===== config.mk =====
export PLATFORM = sky130hd
export DESIGN_NAME = burst_dimmer
export DESIGN_NICKNAME = d
export VERILOG_FILES = /design/src/rtl/burst_pkg.sv /design/src/rtl/burst_capture.sv /design/src/rtl/burst_internal.sv /design/src/rtl/burst_phase.sv /design/src/rtl/soft_ramp.sv /design/src/rtl/burst_dimmer.sv
export SDC_FILE = /design/constraint.sdc
export NUM_CORES = 1
export LEC_CHECK = 0
export BUFFER_PORTS_ARGS = -buffer_cell sky130_fd_sc_hd__buf_2
export CAP_MARGIN = 25
export CORE_MARGIN = 3
export CORE_UTILIZATION = 30
export DETAILED_ROUTE_END_ITERATION = 16
export PLACE_DENSITY_LB_ADDON = 0.25
export SYNTH_ARGS = -nofsm -noshare
export SYNTH_HDL_FRONTEND = slang
export SYNTH_HIERARCHICAL = 1
export SYNTH_SLANG_ARGS = --single-unit
export TNS_END_PERCENT = 20

===== constraint.sdc =====
create_clock -name clk -period 9.3 [get_ports clk]
set_input_delay 1.395 -clock clk [delete_from_list [all_inputs] [get_ports clk]]
set_output_delay 1.395 -clock clk [all_outputs]
set_load 0.03 [all_outputs]

===== src/rtl/burst_pkg.sv =====
package burst_pkg;

  typedef enum logic [1:0] {
    SRC_INT  = 2'd0,
    SRC_SYNC = 2'd1,
    SRC_DIST = 2'd2,
    SRC_OFF  = 2'd3
  } burst_src_e;

endpackage


===== src/rtl/burst_capture.sv =====
module burst_capture #(
  parameter int PER_W   = 16,
  parameter int TMO_CYC = 4096
) (
  input  logic             clk,
  input  logic             rst,
  input  logic             ext_raw,
  output logic             ext_s,
  output logic             rise,
  output logic             present,
  output logic             meas_ok,
  output logic [PER_W-1:0] per_meas,
  output logic [PER_W-1:0] high_meas
);

  localparam int IDLE_W = (TMO_CYC > 1) ? $clog2(TMO_CYC) : 1;
  localparam logic [IDLE_W-1:0] IDLE_LAST = IDLE_W'(TMO_CYC - 1);
  localparam logic [IDLE_W-1:0] IDLE_ONE  = IDLE_W'(1);
  localparam logic [PER_W-1:0]  CNT_ONE   = PER_W'(1);
  localparam logic [PER_W-1:0]  CNT_MAX   = '1;

  logic              s1, s2, sd;
  logic              fall;
  logic              seen;
  logic              pres_q;
  logic [PER_W-1:0]  mcnt, hcnt;
  logic [IDLE_W-1:0] idle;

  assign ext_s   = s2;
  assign rise    = s2 & ~sd;
  assign fall    = ~s2 & sd;
  assign present = pres_q | rise;

  always_ff @(posedge clk) begin
    if (rst) begin
      s1        <= 1'b0;
      s2        <= 1'b0;
      sd        <= 1'b0;
      seen      <= 1'b0;
      pres_q    <= 1'b0;
      meas_ok   <= 1'b0;
      mcnt      <= '0;
      hcnt      <= '0;
      per_meas  <= '0;
      high_meas <= '0;
      idle      <= '0;
    end else begin
      s1 <= ext_raw;
      s2 <= s1;
      sd <= s2;
      // period and high-time measurement between rising edges
      if (rise) begin
        mcnt <= CNT_ONE;
        hcnt <= CNT_ONE;
        seen <= 1'b1;
        if (seen) begin
          per_meas  <= mcnt;
          high_meas <= hcnt;
          meas_ok   <= 1'b1;
        end
      end else begin
        if (mcnt != CNT_MAX) mcnt <= mcnt + CNT_ONE;
        if (s2 && (hcnt != CNT_MAX)) hcnt <= hcnt + CNT_ONE;
      end
      // presence watchdog
      if (rise || fall) begin
        idle <= '0;
        if (rise) pres_q <= 1'b1;
      end else if (idle != IDLE_LAST) begin
        idle <= idle + IDLE_ONE;
      end else begin
        pres_q  <= 1'b0;
        seen    <= 1'b0;
        meas_ok <= 1'b0;
      end
    end
  end


  edge_pulse_chk: assert property (@(posedge clk) disable iff (rst)
    rise |=> !rise);


  high_le_period_chk: assert property (@(posedge clk) disable iff (rst)
    meas_ok |-> (high_meas <= per_meas));

endmodule


===== src/rtl/burst_internal.sv =====
module burst_internal #(
  parameter int PER_W  = 16,
  parameter int DUTY_W = 8
) (
  input  logic             clk,
  input  logic             rst,
  input  logic [PER_W-1:0] period_cyc,
  input  logic [DUTY_W:0]  duty,
  output logic             on
);

  localparam int PROD_W = PER_W + DUTY_W + 1;
  localparam logic [PER_W-1:0] ONE = PER_W'(1);

  logic [PER_W-1:0]  per_eff;
  logic [PER_W-1:0]  ic;
  logic [PROD_W-1:0] prod;
  logic [PER_W:0]    on_cnt;

  assign per_eff = (period_cyc == '0) ? ONE : period_cyc;
  assign prod    = PROD_W'(per_eff) * PROD_W'(duty);
  assign on_cnt  = (PER_W+1)'(prod >> DUTY_W);
  assign on      = ({1'b0, ic} < on_cnt);

  always_ff @(posedge clk) begin
    if (rst) begin
      ic <= '0;
    end else if (ic >= (per_eff - ONE)) begin
      ic <= '0;
    end else begin
      ic <= ic + ONE;
    end
  end


  duty_bound_chk: assert property (@(posedge clk) disable iff (rst)
    on_cnt <= {1'b0, per_eff});


  zero_duty_chk: assert property (@(posedge clk) disable iff (rst)
    (duty == '0) |-> !on);

endmodule


===== src/rtl/burst_phase.sv =====
module burst_phase #(
  parameter int PER_W = 16,
  parameter int PH_W  = 8
) (
  input  logic             clk,
  input  logic             rst,
  input  logic             rise,
  input  logic             meas_ok,
  input  logic [PER_W-1:0] per_meas,
  input  logic [PER_W-1:0] high_meas,
  input  logic [PH_W-1:0]  phase,
  output logic             on
);

  localparam int PROD_W = PER_W + PH_W;
  localparam logic [PER_W-1:0] ONE = PER_W'(1);

  logic [PER_W-1:0]  pc;
  logic [PER_W-1:0]  dly;
  logic [PROD_W-1:0] prod;
  logic [PER_W:0]    off;

  assign prod = PROD_W'(per_meas) * PROD_W'(phase);
  assign dly  = PER_W'(prod >> PH_W);

  always_comb begin
    if (pc >= dly) off = {1'b0, pc} - {1'b0, dly};
    else           off = {1'b0, pc} + {1'b0, per_meas} - {1'b0, dly};
  end

  assign on = meas_ok && (off < {1'b0, high_meas});

  // local burst oscillator, re-aligned on every external rising edge
  always_ff @(posedge clk) begin
    if (rst) begin
      pc <= '0;
    end else if (rise) begin
      pc <= '0;
    end else if (pc >= (per_meas - ONE)) begin
      pc <= '0;
    end else begin
      pc <= pc + ONE;
    end
  end


  delay_range_chk: assert property (@(posedge clk) disable iff (rst)
    meas_ok |-> (dly < per_meas));


  lock_range_chk: assert property (@(posedge clk) disable iff (rst)
    meas_ok |-> (pc < per_meas));

endmodule


===== src/rtl/soft_ramp.sv =====
module soft_ramp #(
  parameter int RAMP_W = 6
) (
  input  logic              clk,
  input  logic              rst,
  input  logic              gate,
  output logic [RAMP_W-1:0] scale
);

  localparam logic [RAMP_W-1:0] MAXV = '1;
  localparam logic [RAMP_W-1:0] ONE  = RAMP_W'(1);

  always_ff @(posedge clk) begin
    if (rst) begin
      scale <= '0;
    end else if (gate) begin
      if (scale != MAXV) scale <= scale + ONE;
    end else begin
      if (scale != '0) scale <= scale - ONE;
    end
  end


  ramp_step_chk: assert property (@(posedge clk) disable iff (rst)
    1'b1 |=> ((scale == $past(scale)) || (scale == $past(scale) + ONE) ||
              (scale == $past(scale) - ONE)));


  ramp_dir_chk: assert property (@(posedge clk) disable iff (rst)
    (gate && (scale != '0)) |=> (scale != '0));

endmodule


===== src/rtl/burst_dimmer.sv =====
module burst_dimmer #(
  parameter int PER_W   = 16,
  parameter int DUTY_W  = 8,
  parameter int PH_W    = 8,
  parameter int RAMP_W  = 6,
  parameter int TMO_CYC = 4096
) (
  input  logic              clk,
  input  logic              rst,
  input  logic [DUTY_W+1:0] dim_cmd,
  input  logic [PER_W-1:0]  period_cyc,
  input  logic              ext_pwm,
  input  logic [PH_W-1:0]   phase_cmd,
  input  logic              strike_act,
  output logic              burst_gate,
  output logic [RAMP_W-1:0] cur_scale
);
  import burst_pkg::*;

  localparam logic [DUTY_W:0] FULL = (DUTY_W+1)'(1) << DUTY_W;

  logic [DUTY_W:0]  level;
  logic [DUTY_W:0]  duty_eff;
  logic             force_ext;
  logic             dist_sel;
  logic             ext_s, rise, present, meas_ok;
  logic [PER_W-1:0] per_meas, high_meas;
  logic             int_on, dist_on;
  logic             gate_d;
  burst_src_e       src;

  assign level     = dim_cmd[DUTY_W:0];
  assign dist_sel  = dim_cmd[DUTY_W+1];
  assign force_ext = (level > FULL);
  assign duty_eff  = force_ext ? FULL : level;

  burst_capture #(.PER_W(PER_W), .TMO_CYC(TMO_CYC)) u_cap (
    .clk(clk), .rst(rst), .ext_raw(ext_pwm),
    .ext_s(ext_s), .rise(rise), .present(present), .meas_ok(meas_ok),
    .per_meas(per_meas), .high_meas(high_meas)
  );

  burst_internal #(.PER_W(PER_W), .DUTY_W(DUTY_W)) u_int (
    .clk(clk), .rst(rst), .period_cyc(period_cyc), .duty(duty_eff), .on(int_on)
  );

  burst_phase #(.PER_W(PER_W), .PH_W(PH_W)) u_phs (
    .clk(clk), .rst(rst), .rise(rise), .meas_ok(meas_ok),
    .per_meas(per_meas), .high_meas(high_meas), .phase(phase_cmd), .on(dist_on)
  );

  always_comb begin
    if (present)        src = dist_sel ? SRC_DIST : SRC_SYNC;
    else if (force_ext) src = SRC_OFF;
    else                src = SRC_INT;
  end

  always_comb begin
    if (strike_act) begin
      gate_d = 1'b1;
    end else begin
      unique case (src)
        SRC_INT:  gate_d = int_on;
        SRC_SYNC: gate_d = ext_s;
        SRC_DIST: gate_d = dist_on;
        default:  gate_d = 1'b0;
      endcase
    end
  end

  always_ff @(posedge clk) begin
    if (rst) burst_gate <= 1'b0;
    else     burst_gate <= gate_d;
  end

  soft_ramp #(.RAMP_W(RAMP_W)) u_ramp (
    .clk(clk), .rst(rst), .gate(burst_gate), .scale(cur_scale)
  );


  strike_hold_chk: assert property (@(posedge clk) disable iff (rst)
    strike_act |=> burst_gate);


  force_off_chk: assert property (@(posedge clk) disable iff (rst)
    (force_ext && !present && !strike_act) |=> !burst_gate);


  fallback_full_chk: assert property (@(posedge clk) disable iff (rst)
    (!present && (level == FULL) && !strike_act) |=> burst_gate);

endmodule


Word-level counts from Yosys, hierarchy flattened
Cells that the tools add are included.
{"block": "classes", "n_addsub": 12, "multipliers": 2, "n_lt_le_gt_ge": 6, "eq_ne": 9, "n_mux": 25, "n_bitwise": 5, "n_reduce_logical": 16}
{"cell": "16-bit by 1-bit adder with 16-bit output, second input constant", "n": 4}
{"cell": "16-bit >= comparator", "n": 3}
{"cell": "16-bit inequality test, second input constant", "n": 2}
{"cell": "16-bit by 1-bit subtractor with 16-bit output, second input constant", "n": 2}
{"cell": "16-bit by 9-bit multiplier with 25-bit output", "n": 1}
{"cell": "16-bit by 8-bit multiplier with 24-bit output", "n": 1}
{"cell": "6-bit two-way mux", "n": 3}
{"cell": "16-bit by 16-bit adder with 17-bit output", "n": 1}
{"cell": "16-bit by 17-bit less-than comparator with 1-bit output", "n": 1}
{"cell": "17-bit by 16-bit less-than comparator with 1-bit output", "n": 1}
{"cell": "17-bit two-way mux", "n": 1}
{"cell": "16-bit by 16-bit subtractor with 17-bit output", "n": 1}
{"cell": "17-bit by 16-bit subtractor with 17-bit output", "n": 1}
{"cell": "16-bit zero test", "n": 1}
{"cell": "16-bit two-way mux", "n": 1}
{"cell": "1-bit two-way mux", "n": 15}
{"cell": "12-bit by 1-bit adder with 12-bit output, second input constant", "n": 1}
{"cell": "12-bit inequality test, second input constant", "n": 1}
{"cell": "9-bit > comparator, second input constant", "n": 1}
{"cell": "9-bit two-way mux", "n": 1}
{"cell": "6-bit by 1-bit adder with 6-bit output, second input constant", "n": 1}
{"cell": "2-bit two-way mux", "n": 3}
{"cell": "2-bit by 1-bit inequality test with 1-bit output, second input constant", "n": 3}
{"cell": "6-bit inequality test, second input constant", "n": 1}
{"cell": "other kinds (15)", "n": 24}
{"block": "totals", "regBits": 121, "output_inout_bits": 7, "elab_cells": 92}

Longest topological paths before layout
{"block": "logic_depth", "depth_word": 7, "mapped_depth": 44, "ltp_nobuf": 42}

By module
The synthesis kept the hierarchy.
{"module": "burst_phase", "instances": 1, "cells_each": 977, "area_per_inst_um2": 8026.4, "seq_area_each_um2": 320.3}
{"module": "burst_internal", "instances": 1, "cells_each": 745, "area_per_inst_um2": 6198.4, "seq_area_each_um2": 320.3}
{"module": "burst_capture", "instances": 1, "cells_each": 424, "area_per_inst_um2": 3533.4, "seq_area_each_um2": 1641.6}
{"module": "soft_ramp", "instances": 1, "cells_each": 43, "area_per_inst_um2": 412.9, "seq_area_each_um2": 120.1}
{"module": "burst_dimmer", "instances": 1, "cells_each": 18, "area_per_inst_um2": 131.4, "seq_area_each_um2": 20.0}

Least setup slack after synthesis
Ideal clock, no wire load.
{"block": "synth_path", "path_type": "input -> register", "from": "input phase_cmd[7]", "to": "register burst_gate", "setup_ns": 0.075, "t_arrival_ns": 9.560, "t_required_ns": 9.225, "path_slack_ns": -0.334, "path_stages": 42, "path_buffers": 3, "cell_sequence": "clkbuf_1 > nand2_1 > fa_1 > fa_1 > inv_1 > fa_1 > inv_1 > fa_1 > inv_1 > ha_1 > a211oi_1 > o21bai_1 > a22o_1 > nor2_1 > inv_1 > a21oi_1 > o21bai_1 > xnor2_1 > [... 6 more ...] > a211o_2 > buf_6 > buf_8 > a21oi_1 > ha_1 > a21o_1 > a21o_1 > a21o_1 > a21o_1 > a21o_1 > a21oi_1 > o21ai_0 > a31oi_1 > nand3_1 > o21ai_1 > mux2_4 > a21oi_2 > o22ai_1"}
{"block": "synth_via", "elab_chain_len": 7, "elab_cells_between_ends": 9, "classes_between": "2 x add/sub; 1 x mul; 2 x order compare; 3 x mux; 1 x reduce/logical"}
{"element": "start, declared", "line_no": "burst_dimmer.sv:13", "source": "input logic [PH_W-1:0] phase_cmd,"}
{"element": "16-bit by 8-bit multiplier with 24-bit output *", "line_no": "burst_phase.sv:23", "source": "assign prod = PROD_W'(per_meas) * PROD_W'(phase);"}
{"element": "17-bit by 16-bit subtractor with 17-bit output (tied with other cells)", "line_no": "burst_phase.sv:28", "source": "else off = {1'b0, pc} + {1'b0, per_meas} - {1'b0, dly};"}
{"element": "17-bit two-way mux *", "line_no": "burst_phase.sv:27", "source": "if (pc >= dly) off = {1'b0, pc} - {1'b0, dly};"}
{"element": "17-bit by 16-bit less-than comparator with 1-bit output *", "line_no": "burst_phase.sv:31", "source": "assign on = meas_ok && (off < {1'b0, high_meas});"}
{"element": "1-bit logical AND *", "line_no": "burst_phase.sv:31"}
{"element": "net dist_on", "line_no": "burst_dimmer.sv:28", "source": "logic int_on, dist_on;"}
{"element": "1-bit case mux with 3 select lines *", "line_no": "burst_dimmer.sv:62", "source": "unique case (src)"}
{"element": "1-bit two-way mux *", "line_no": "burst_dimmer.sv:59", "source": "if (strike_act) begin"}
{"element": "end signal, assigned", "line_no": "burst_dimmer.sv:73", "source": "else burst_gate <= gate_d;"}
{"element": "end, declared", "line_no": "burst_dimmer.sv:15", "source": "output logic burst_gate,"}
Mark *: on every way through the listed nets, which the timed path passes. The rest lies on a longest branch.
A chain may end at the register's enable or synchronous reset.

Worst setup path after layout
{"block": "layout_path", "from": "input phase_cmd[2]", "to": "register burst_gate"}
The elaborated chain is that of the path after synthesis.

==> reports/results.ini <==
[synthesis]
avgSynthCellArea_um2=8.29
synth_nets=2627
async_flop_share_pct=0
post-synth-top-count-cell=inv_1
yosysWarnings=6
yosys.area.top_type=fa_1
synth-main-ff-cell=dfxtp_1
ys_seq_area_share_pct=13.2
synth_top_area_share_pct=21.2
yosys-top-cells-count=inv_1 (265), nand2_1 (257), fa_1 (194)
ys_types=103
syn_area_mm2=0.0183
synthTopCellsByArea=fa_1 (21%), dfxtp_1 (13%), ha_1 (13%), and2_1 (6.5%), inv_1 (5.4%)
synth_cells=2207
ys_ff_latch=121
synth-edff-count=0

[pwr]
ir_worst_vdd_v=0.000182
p_leak_nw=10.1
powerDensity_mw_per_mm2=168
finalPower_mw=3.66

[layout]
fillers=6124
post_route_cells_drive_above_1_share_pct=17.8
diodes=0
utilization_pct=36.6
syn2layout_area_growth_pct=19.3
seqCellArea_mm2=0.00242
nets=2788
finalNonFillerCells=3153
multi_input_area_mm2=0.0150

[drt]
maxUsedRoutingLayer=met4
met1_length_um=23800
dr_total_vias=15714
first_pass_iters=7
wl_um=49400
via_per_inst=4.98
wl_met2_um=23500
routedWlPerCell_um=15.7
met3WireLength_um=1390
antenna_left=0
drc=0
drt-initial-drc-count=806

[timing]
rsz0062_at_grt=yes
setup-violations-final=0
finalWorstSetupSlack_ps=236
min_period_ps=9060
min_period_over_period_pct=97.5
clock_skew_ps=9.29
slew_viol_final=0
clock.fmax_mhz=110
tightest_slew_ps=862
final_hold_viol_count=0
relSlewSlack_pct=42.1
fin_hold_ws_ps=455

[critical_path]
required_ps=9660
cp_max_fo=7
worst_path_max_delay_cell=fa_1
max_stage_delay_ps=500
worstPathArrival_ps=9420
endpoint_kind=flop
crit_type=in2reg
start_kind=primary input

[grt]
grt_start_max_net_pins=51
grt_usage_pct=15.7
grt_pass1_vias=16118
grt_overflow=0
antenna_found_initial=0
grt_pass1_wl_um=82000

[floorplanning]
io_pins=45
die_w_um=253
placementRows=89
start_util_pct=30.7
core_area_mm2=0.0597
die_h_um=253
die_area_mm2=0.0640

[clocking]
cts_tree=yes
path_clk_slew_ps=60
htree_levels=4
root_buffer=clkbuf_16
clock_latency_ps=440
cts_inserted_buffers=17
clk_path_buf_depth=2
cts.sinks=121

[placement]
dp_slack_ps=-552
place_hpwl_um=39100
numPortBuffers=44
dp_cells=3099
routabilityCongestion=0.824

[run_status]
status=complete, no violations

[run]
maxCapViolCount=0

[hold_path]
hold_path.class=reg2reg

-- path summary, 6_finish.rpt --
kind	startpoint	slack [ps]	cells past startpoint	to
worst max-delay path	phase_cmd[2]	240	41	burst_gate$_SDFF_PP0_
worst min-delay path	u_cap/high_meas[7]$_SDFFE_PP0P_	450	2	u_cap/high_meas[7]$_SDFFE_PP0P_
worst max register to register	u_cap/per_meas[6]$_SDFFE_PP0P_	710	40	burst_gate$_SDFF_PP0_
worst min register to register	u_cap/high_meas[7]$_SDFFE_PP0P_	450	2	u_cap/high_meas[7]$_SDFFE_PP0P_
-- area by class of cell --
type,count,share of cell area (%)
Sequential cell,121,11.1
Tap cell,773,4.43
Clock buffer,21,2.11
Multi-Input combinational cell,1726,68.9
Timing Repair Buffer,236,8.03
Inverter,266,4.59
Clock inverter,10,0.866
-- state kept, by name (all words and copies together) (netlist names) --
name             flops
burst_gate           1
u_cap/ext_s          1
u_cap/hcnt          16
u_cap/high_meas     16
u_cap/idle          12
u_cap/mcnt          16
u_cap/meas_ok        1
u_cap/per_meas      16
u_cap/pres_q         1
u_cap/s1             1
u_cap/sd             1
u_cap/seen           1
u_int/ic            16
u_phs/pc            16
u_ramp/scale         6
-- critical path, delay by kind of cell --
kind            cells  cell delay, ps
xor+xnor            1             240
compound gates     17            2740
simple gates        8            1350
mux                 1             160
buf+inv             7             770
fa+ha+maj           7            2750
-- kinds of logic after synthesis --
kind of cell	after synthesis	synth area share, %
AO/OA/AOI/OAI	414	15.4
buffers and inverters	361	7.75
adder cells (fa/ha/maj)	384	34.2
AND/OR/NAND/NOR	799	23.0
XOR/XNOR	122	6.04
multiplexers	6	0.355
flip-flops	121	13.2
-- where the power goes --
group | total, mW | switching, mW | internal [mW]
Sequential | 0.585 | 0.0423 | 0.543
Clock | 0.743 | 0.253 | 0.490
Combinational | 2.34 | 1.23 | 1.11
Total | 3.66 | 1.52 | 2.14
-- per-layer routing --
layer | track usage (%) | vias up
li1 | - | 7740
met1 | 21.4 | 7683
met2 | 26.4 | 244
met3 | 1.88 | 47
met4 | 3.69 | 0
met5 | 0 | -
-- layout by cell type (no fill, tap or decap), types with 17 or more instances in the layout --
master,instances
and3_1,19
xor2_1,44
buf_2,38
xnor2_1,70
nand4_1,26
and2_1,177
nand3_1,61
inv_1,258
buf_4,182
nand2_1,250
nor2b_1,24
o21ai_0,40
a21oi_2,17
or3_1,21
a21oi_1,134
fa_1,189
dfxtp_1,121
nor2_1,76
a21o_1,55
clkbuf_16,17
ha_1,174
nor3_1,28
-- per-stage QoR --
step	setup TNS (ps)	area (um^2)
2_1_floorplan	0	18400
3_3_place_gp	-417	20400
3_5_place_dp	-552	20400
4_1_cts	0	21200
5_1_grt	-131	21800
6_report	0	21800
-- repair_timing --
action	CTS	global route
pin swaps	27	101
hold buffers	0	0
setup buffers	7	15
gates resized for setup	25	113
gates cloned	1	0
setup endpoints to repair	1	1
endpoints found under the hold margin	0	0
Note: power is estimated with default switching activity, not from simulation.
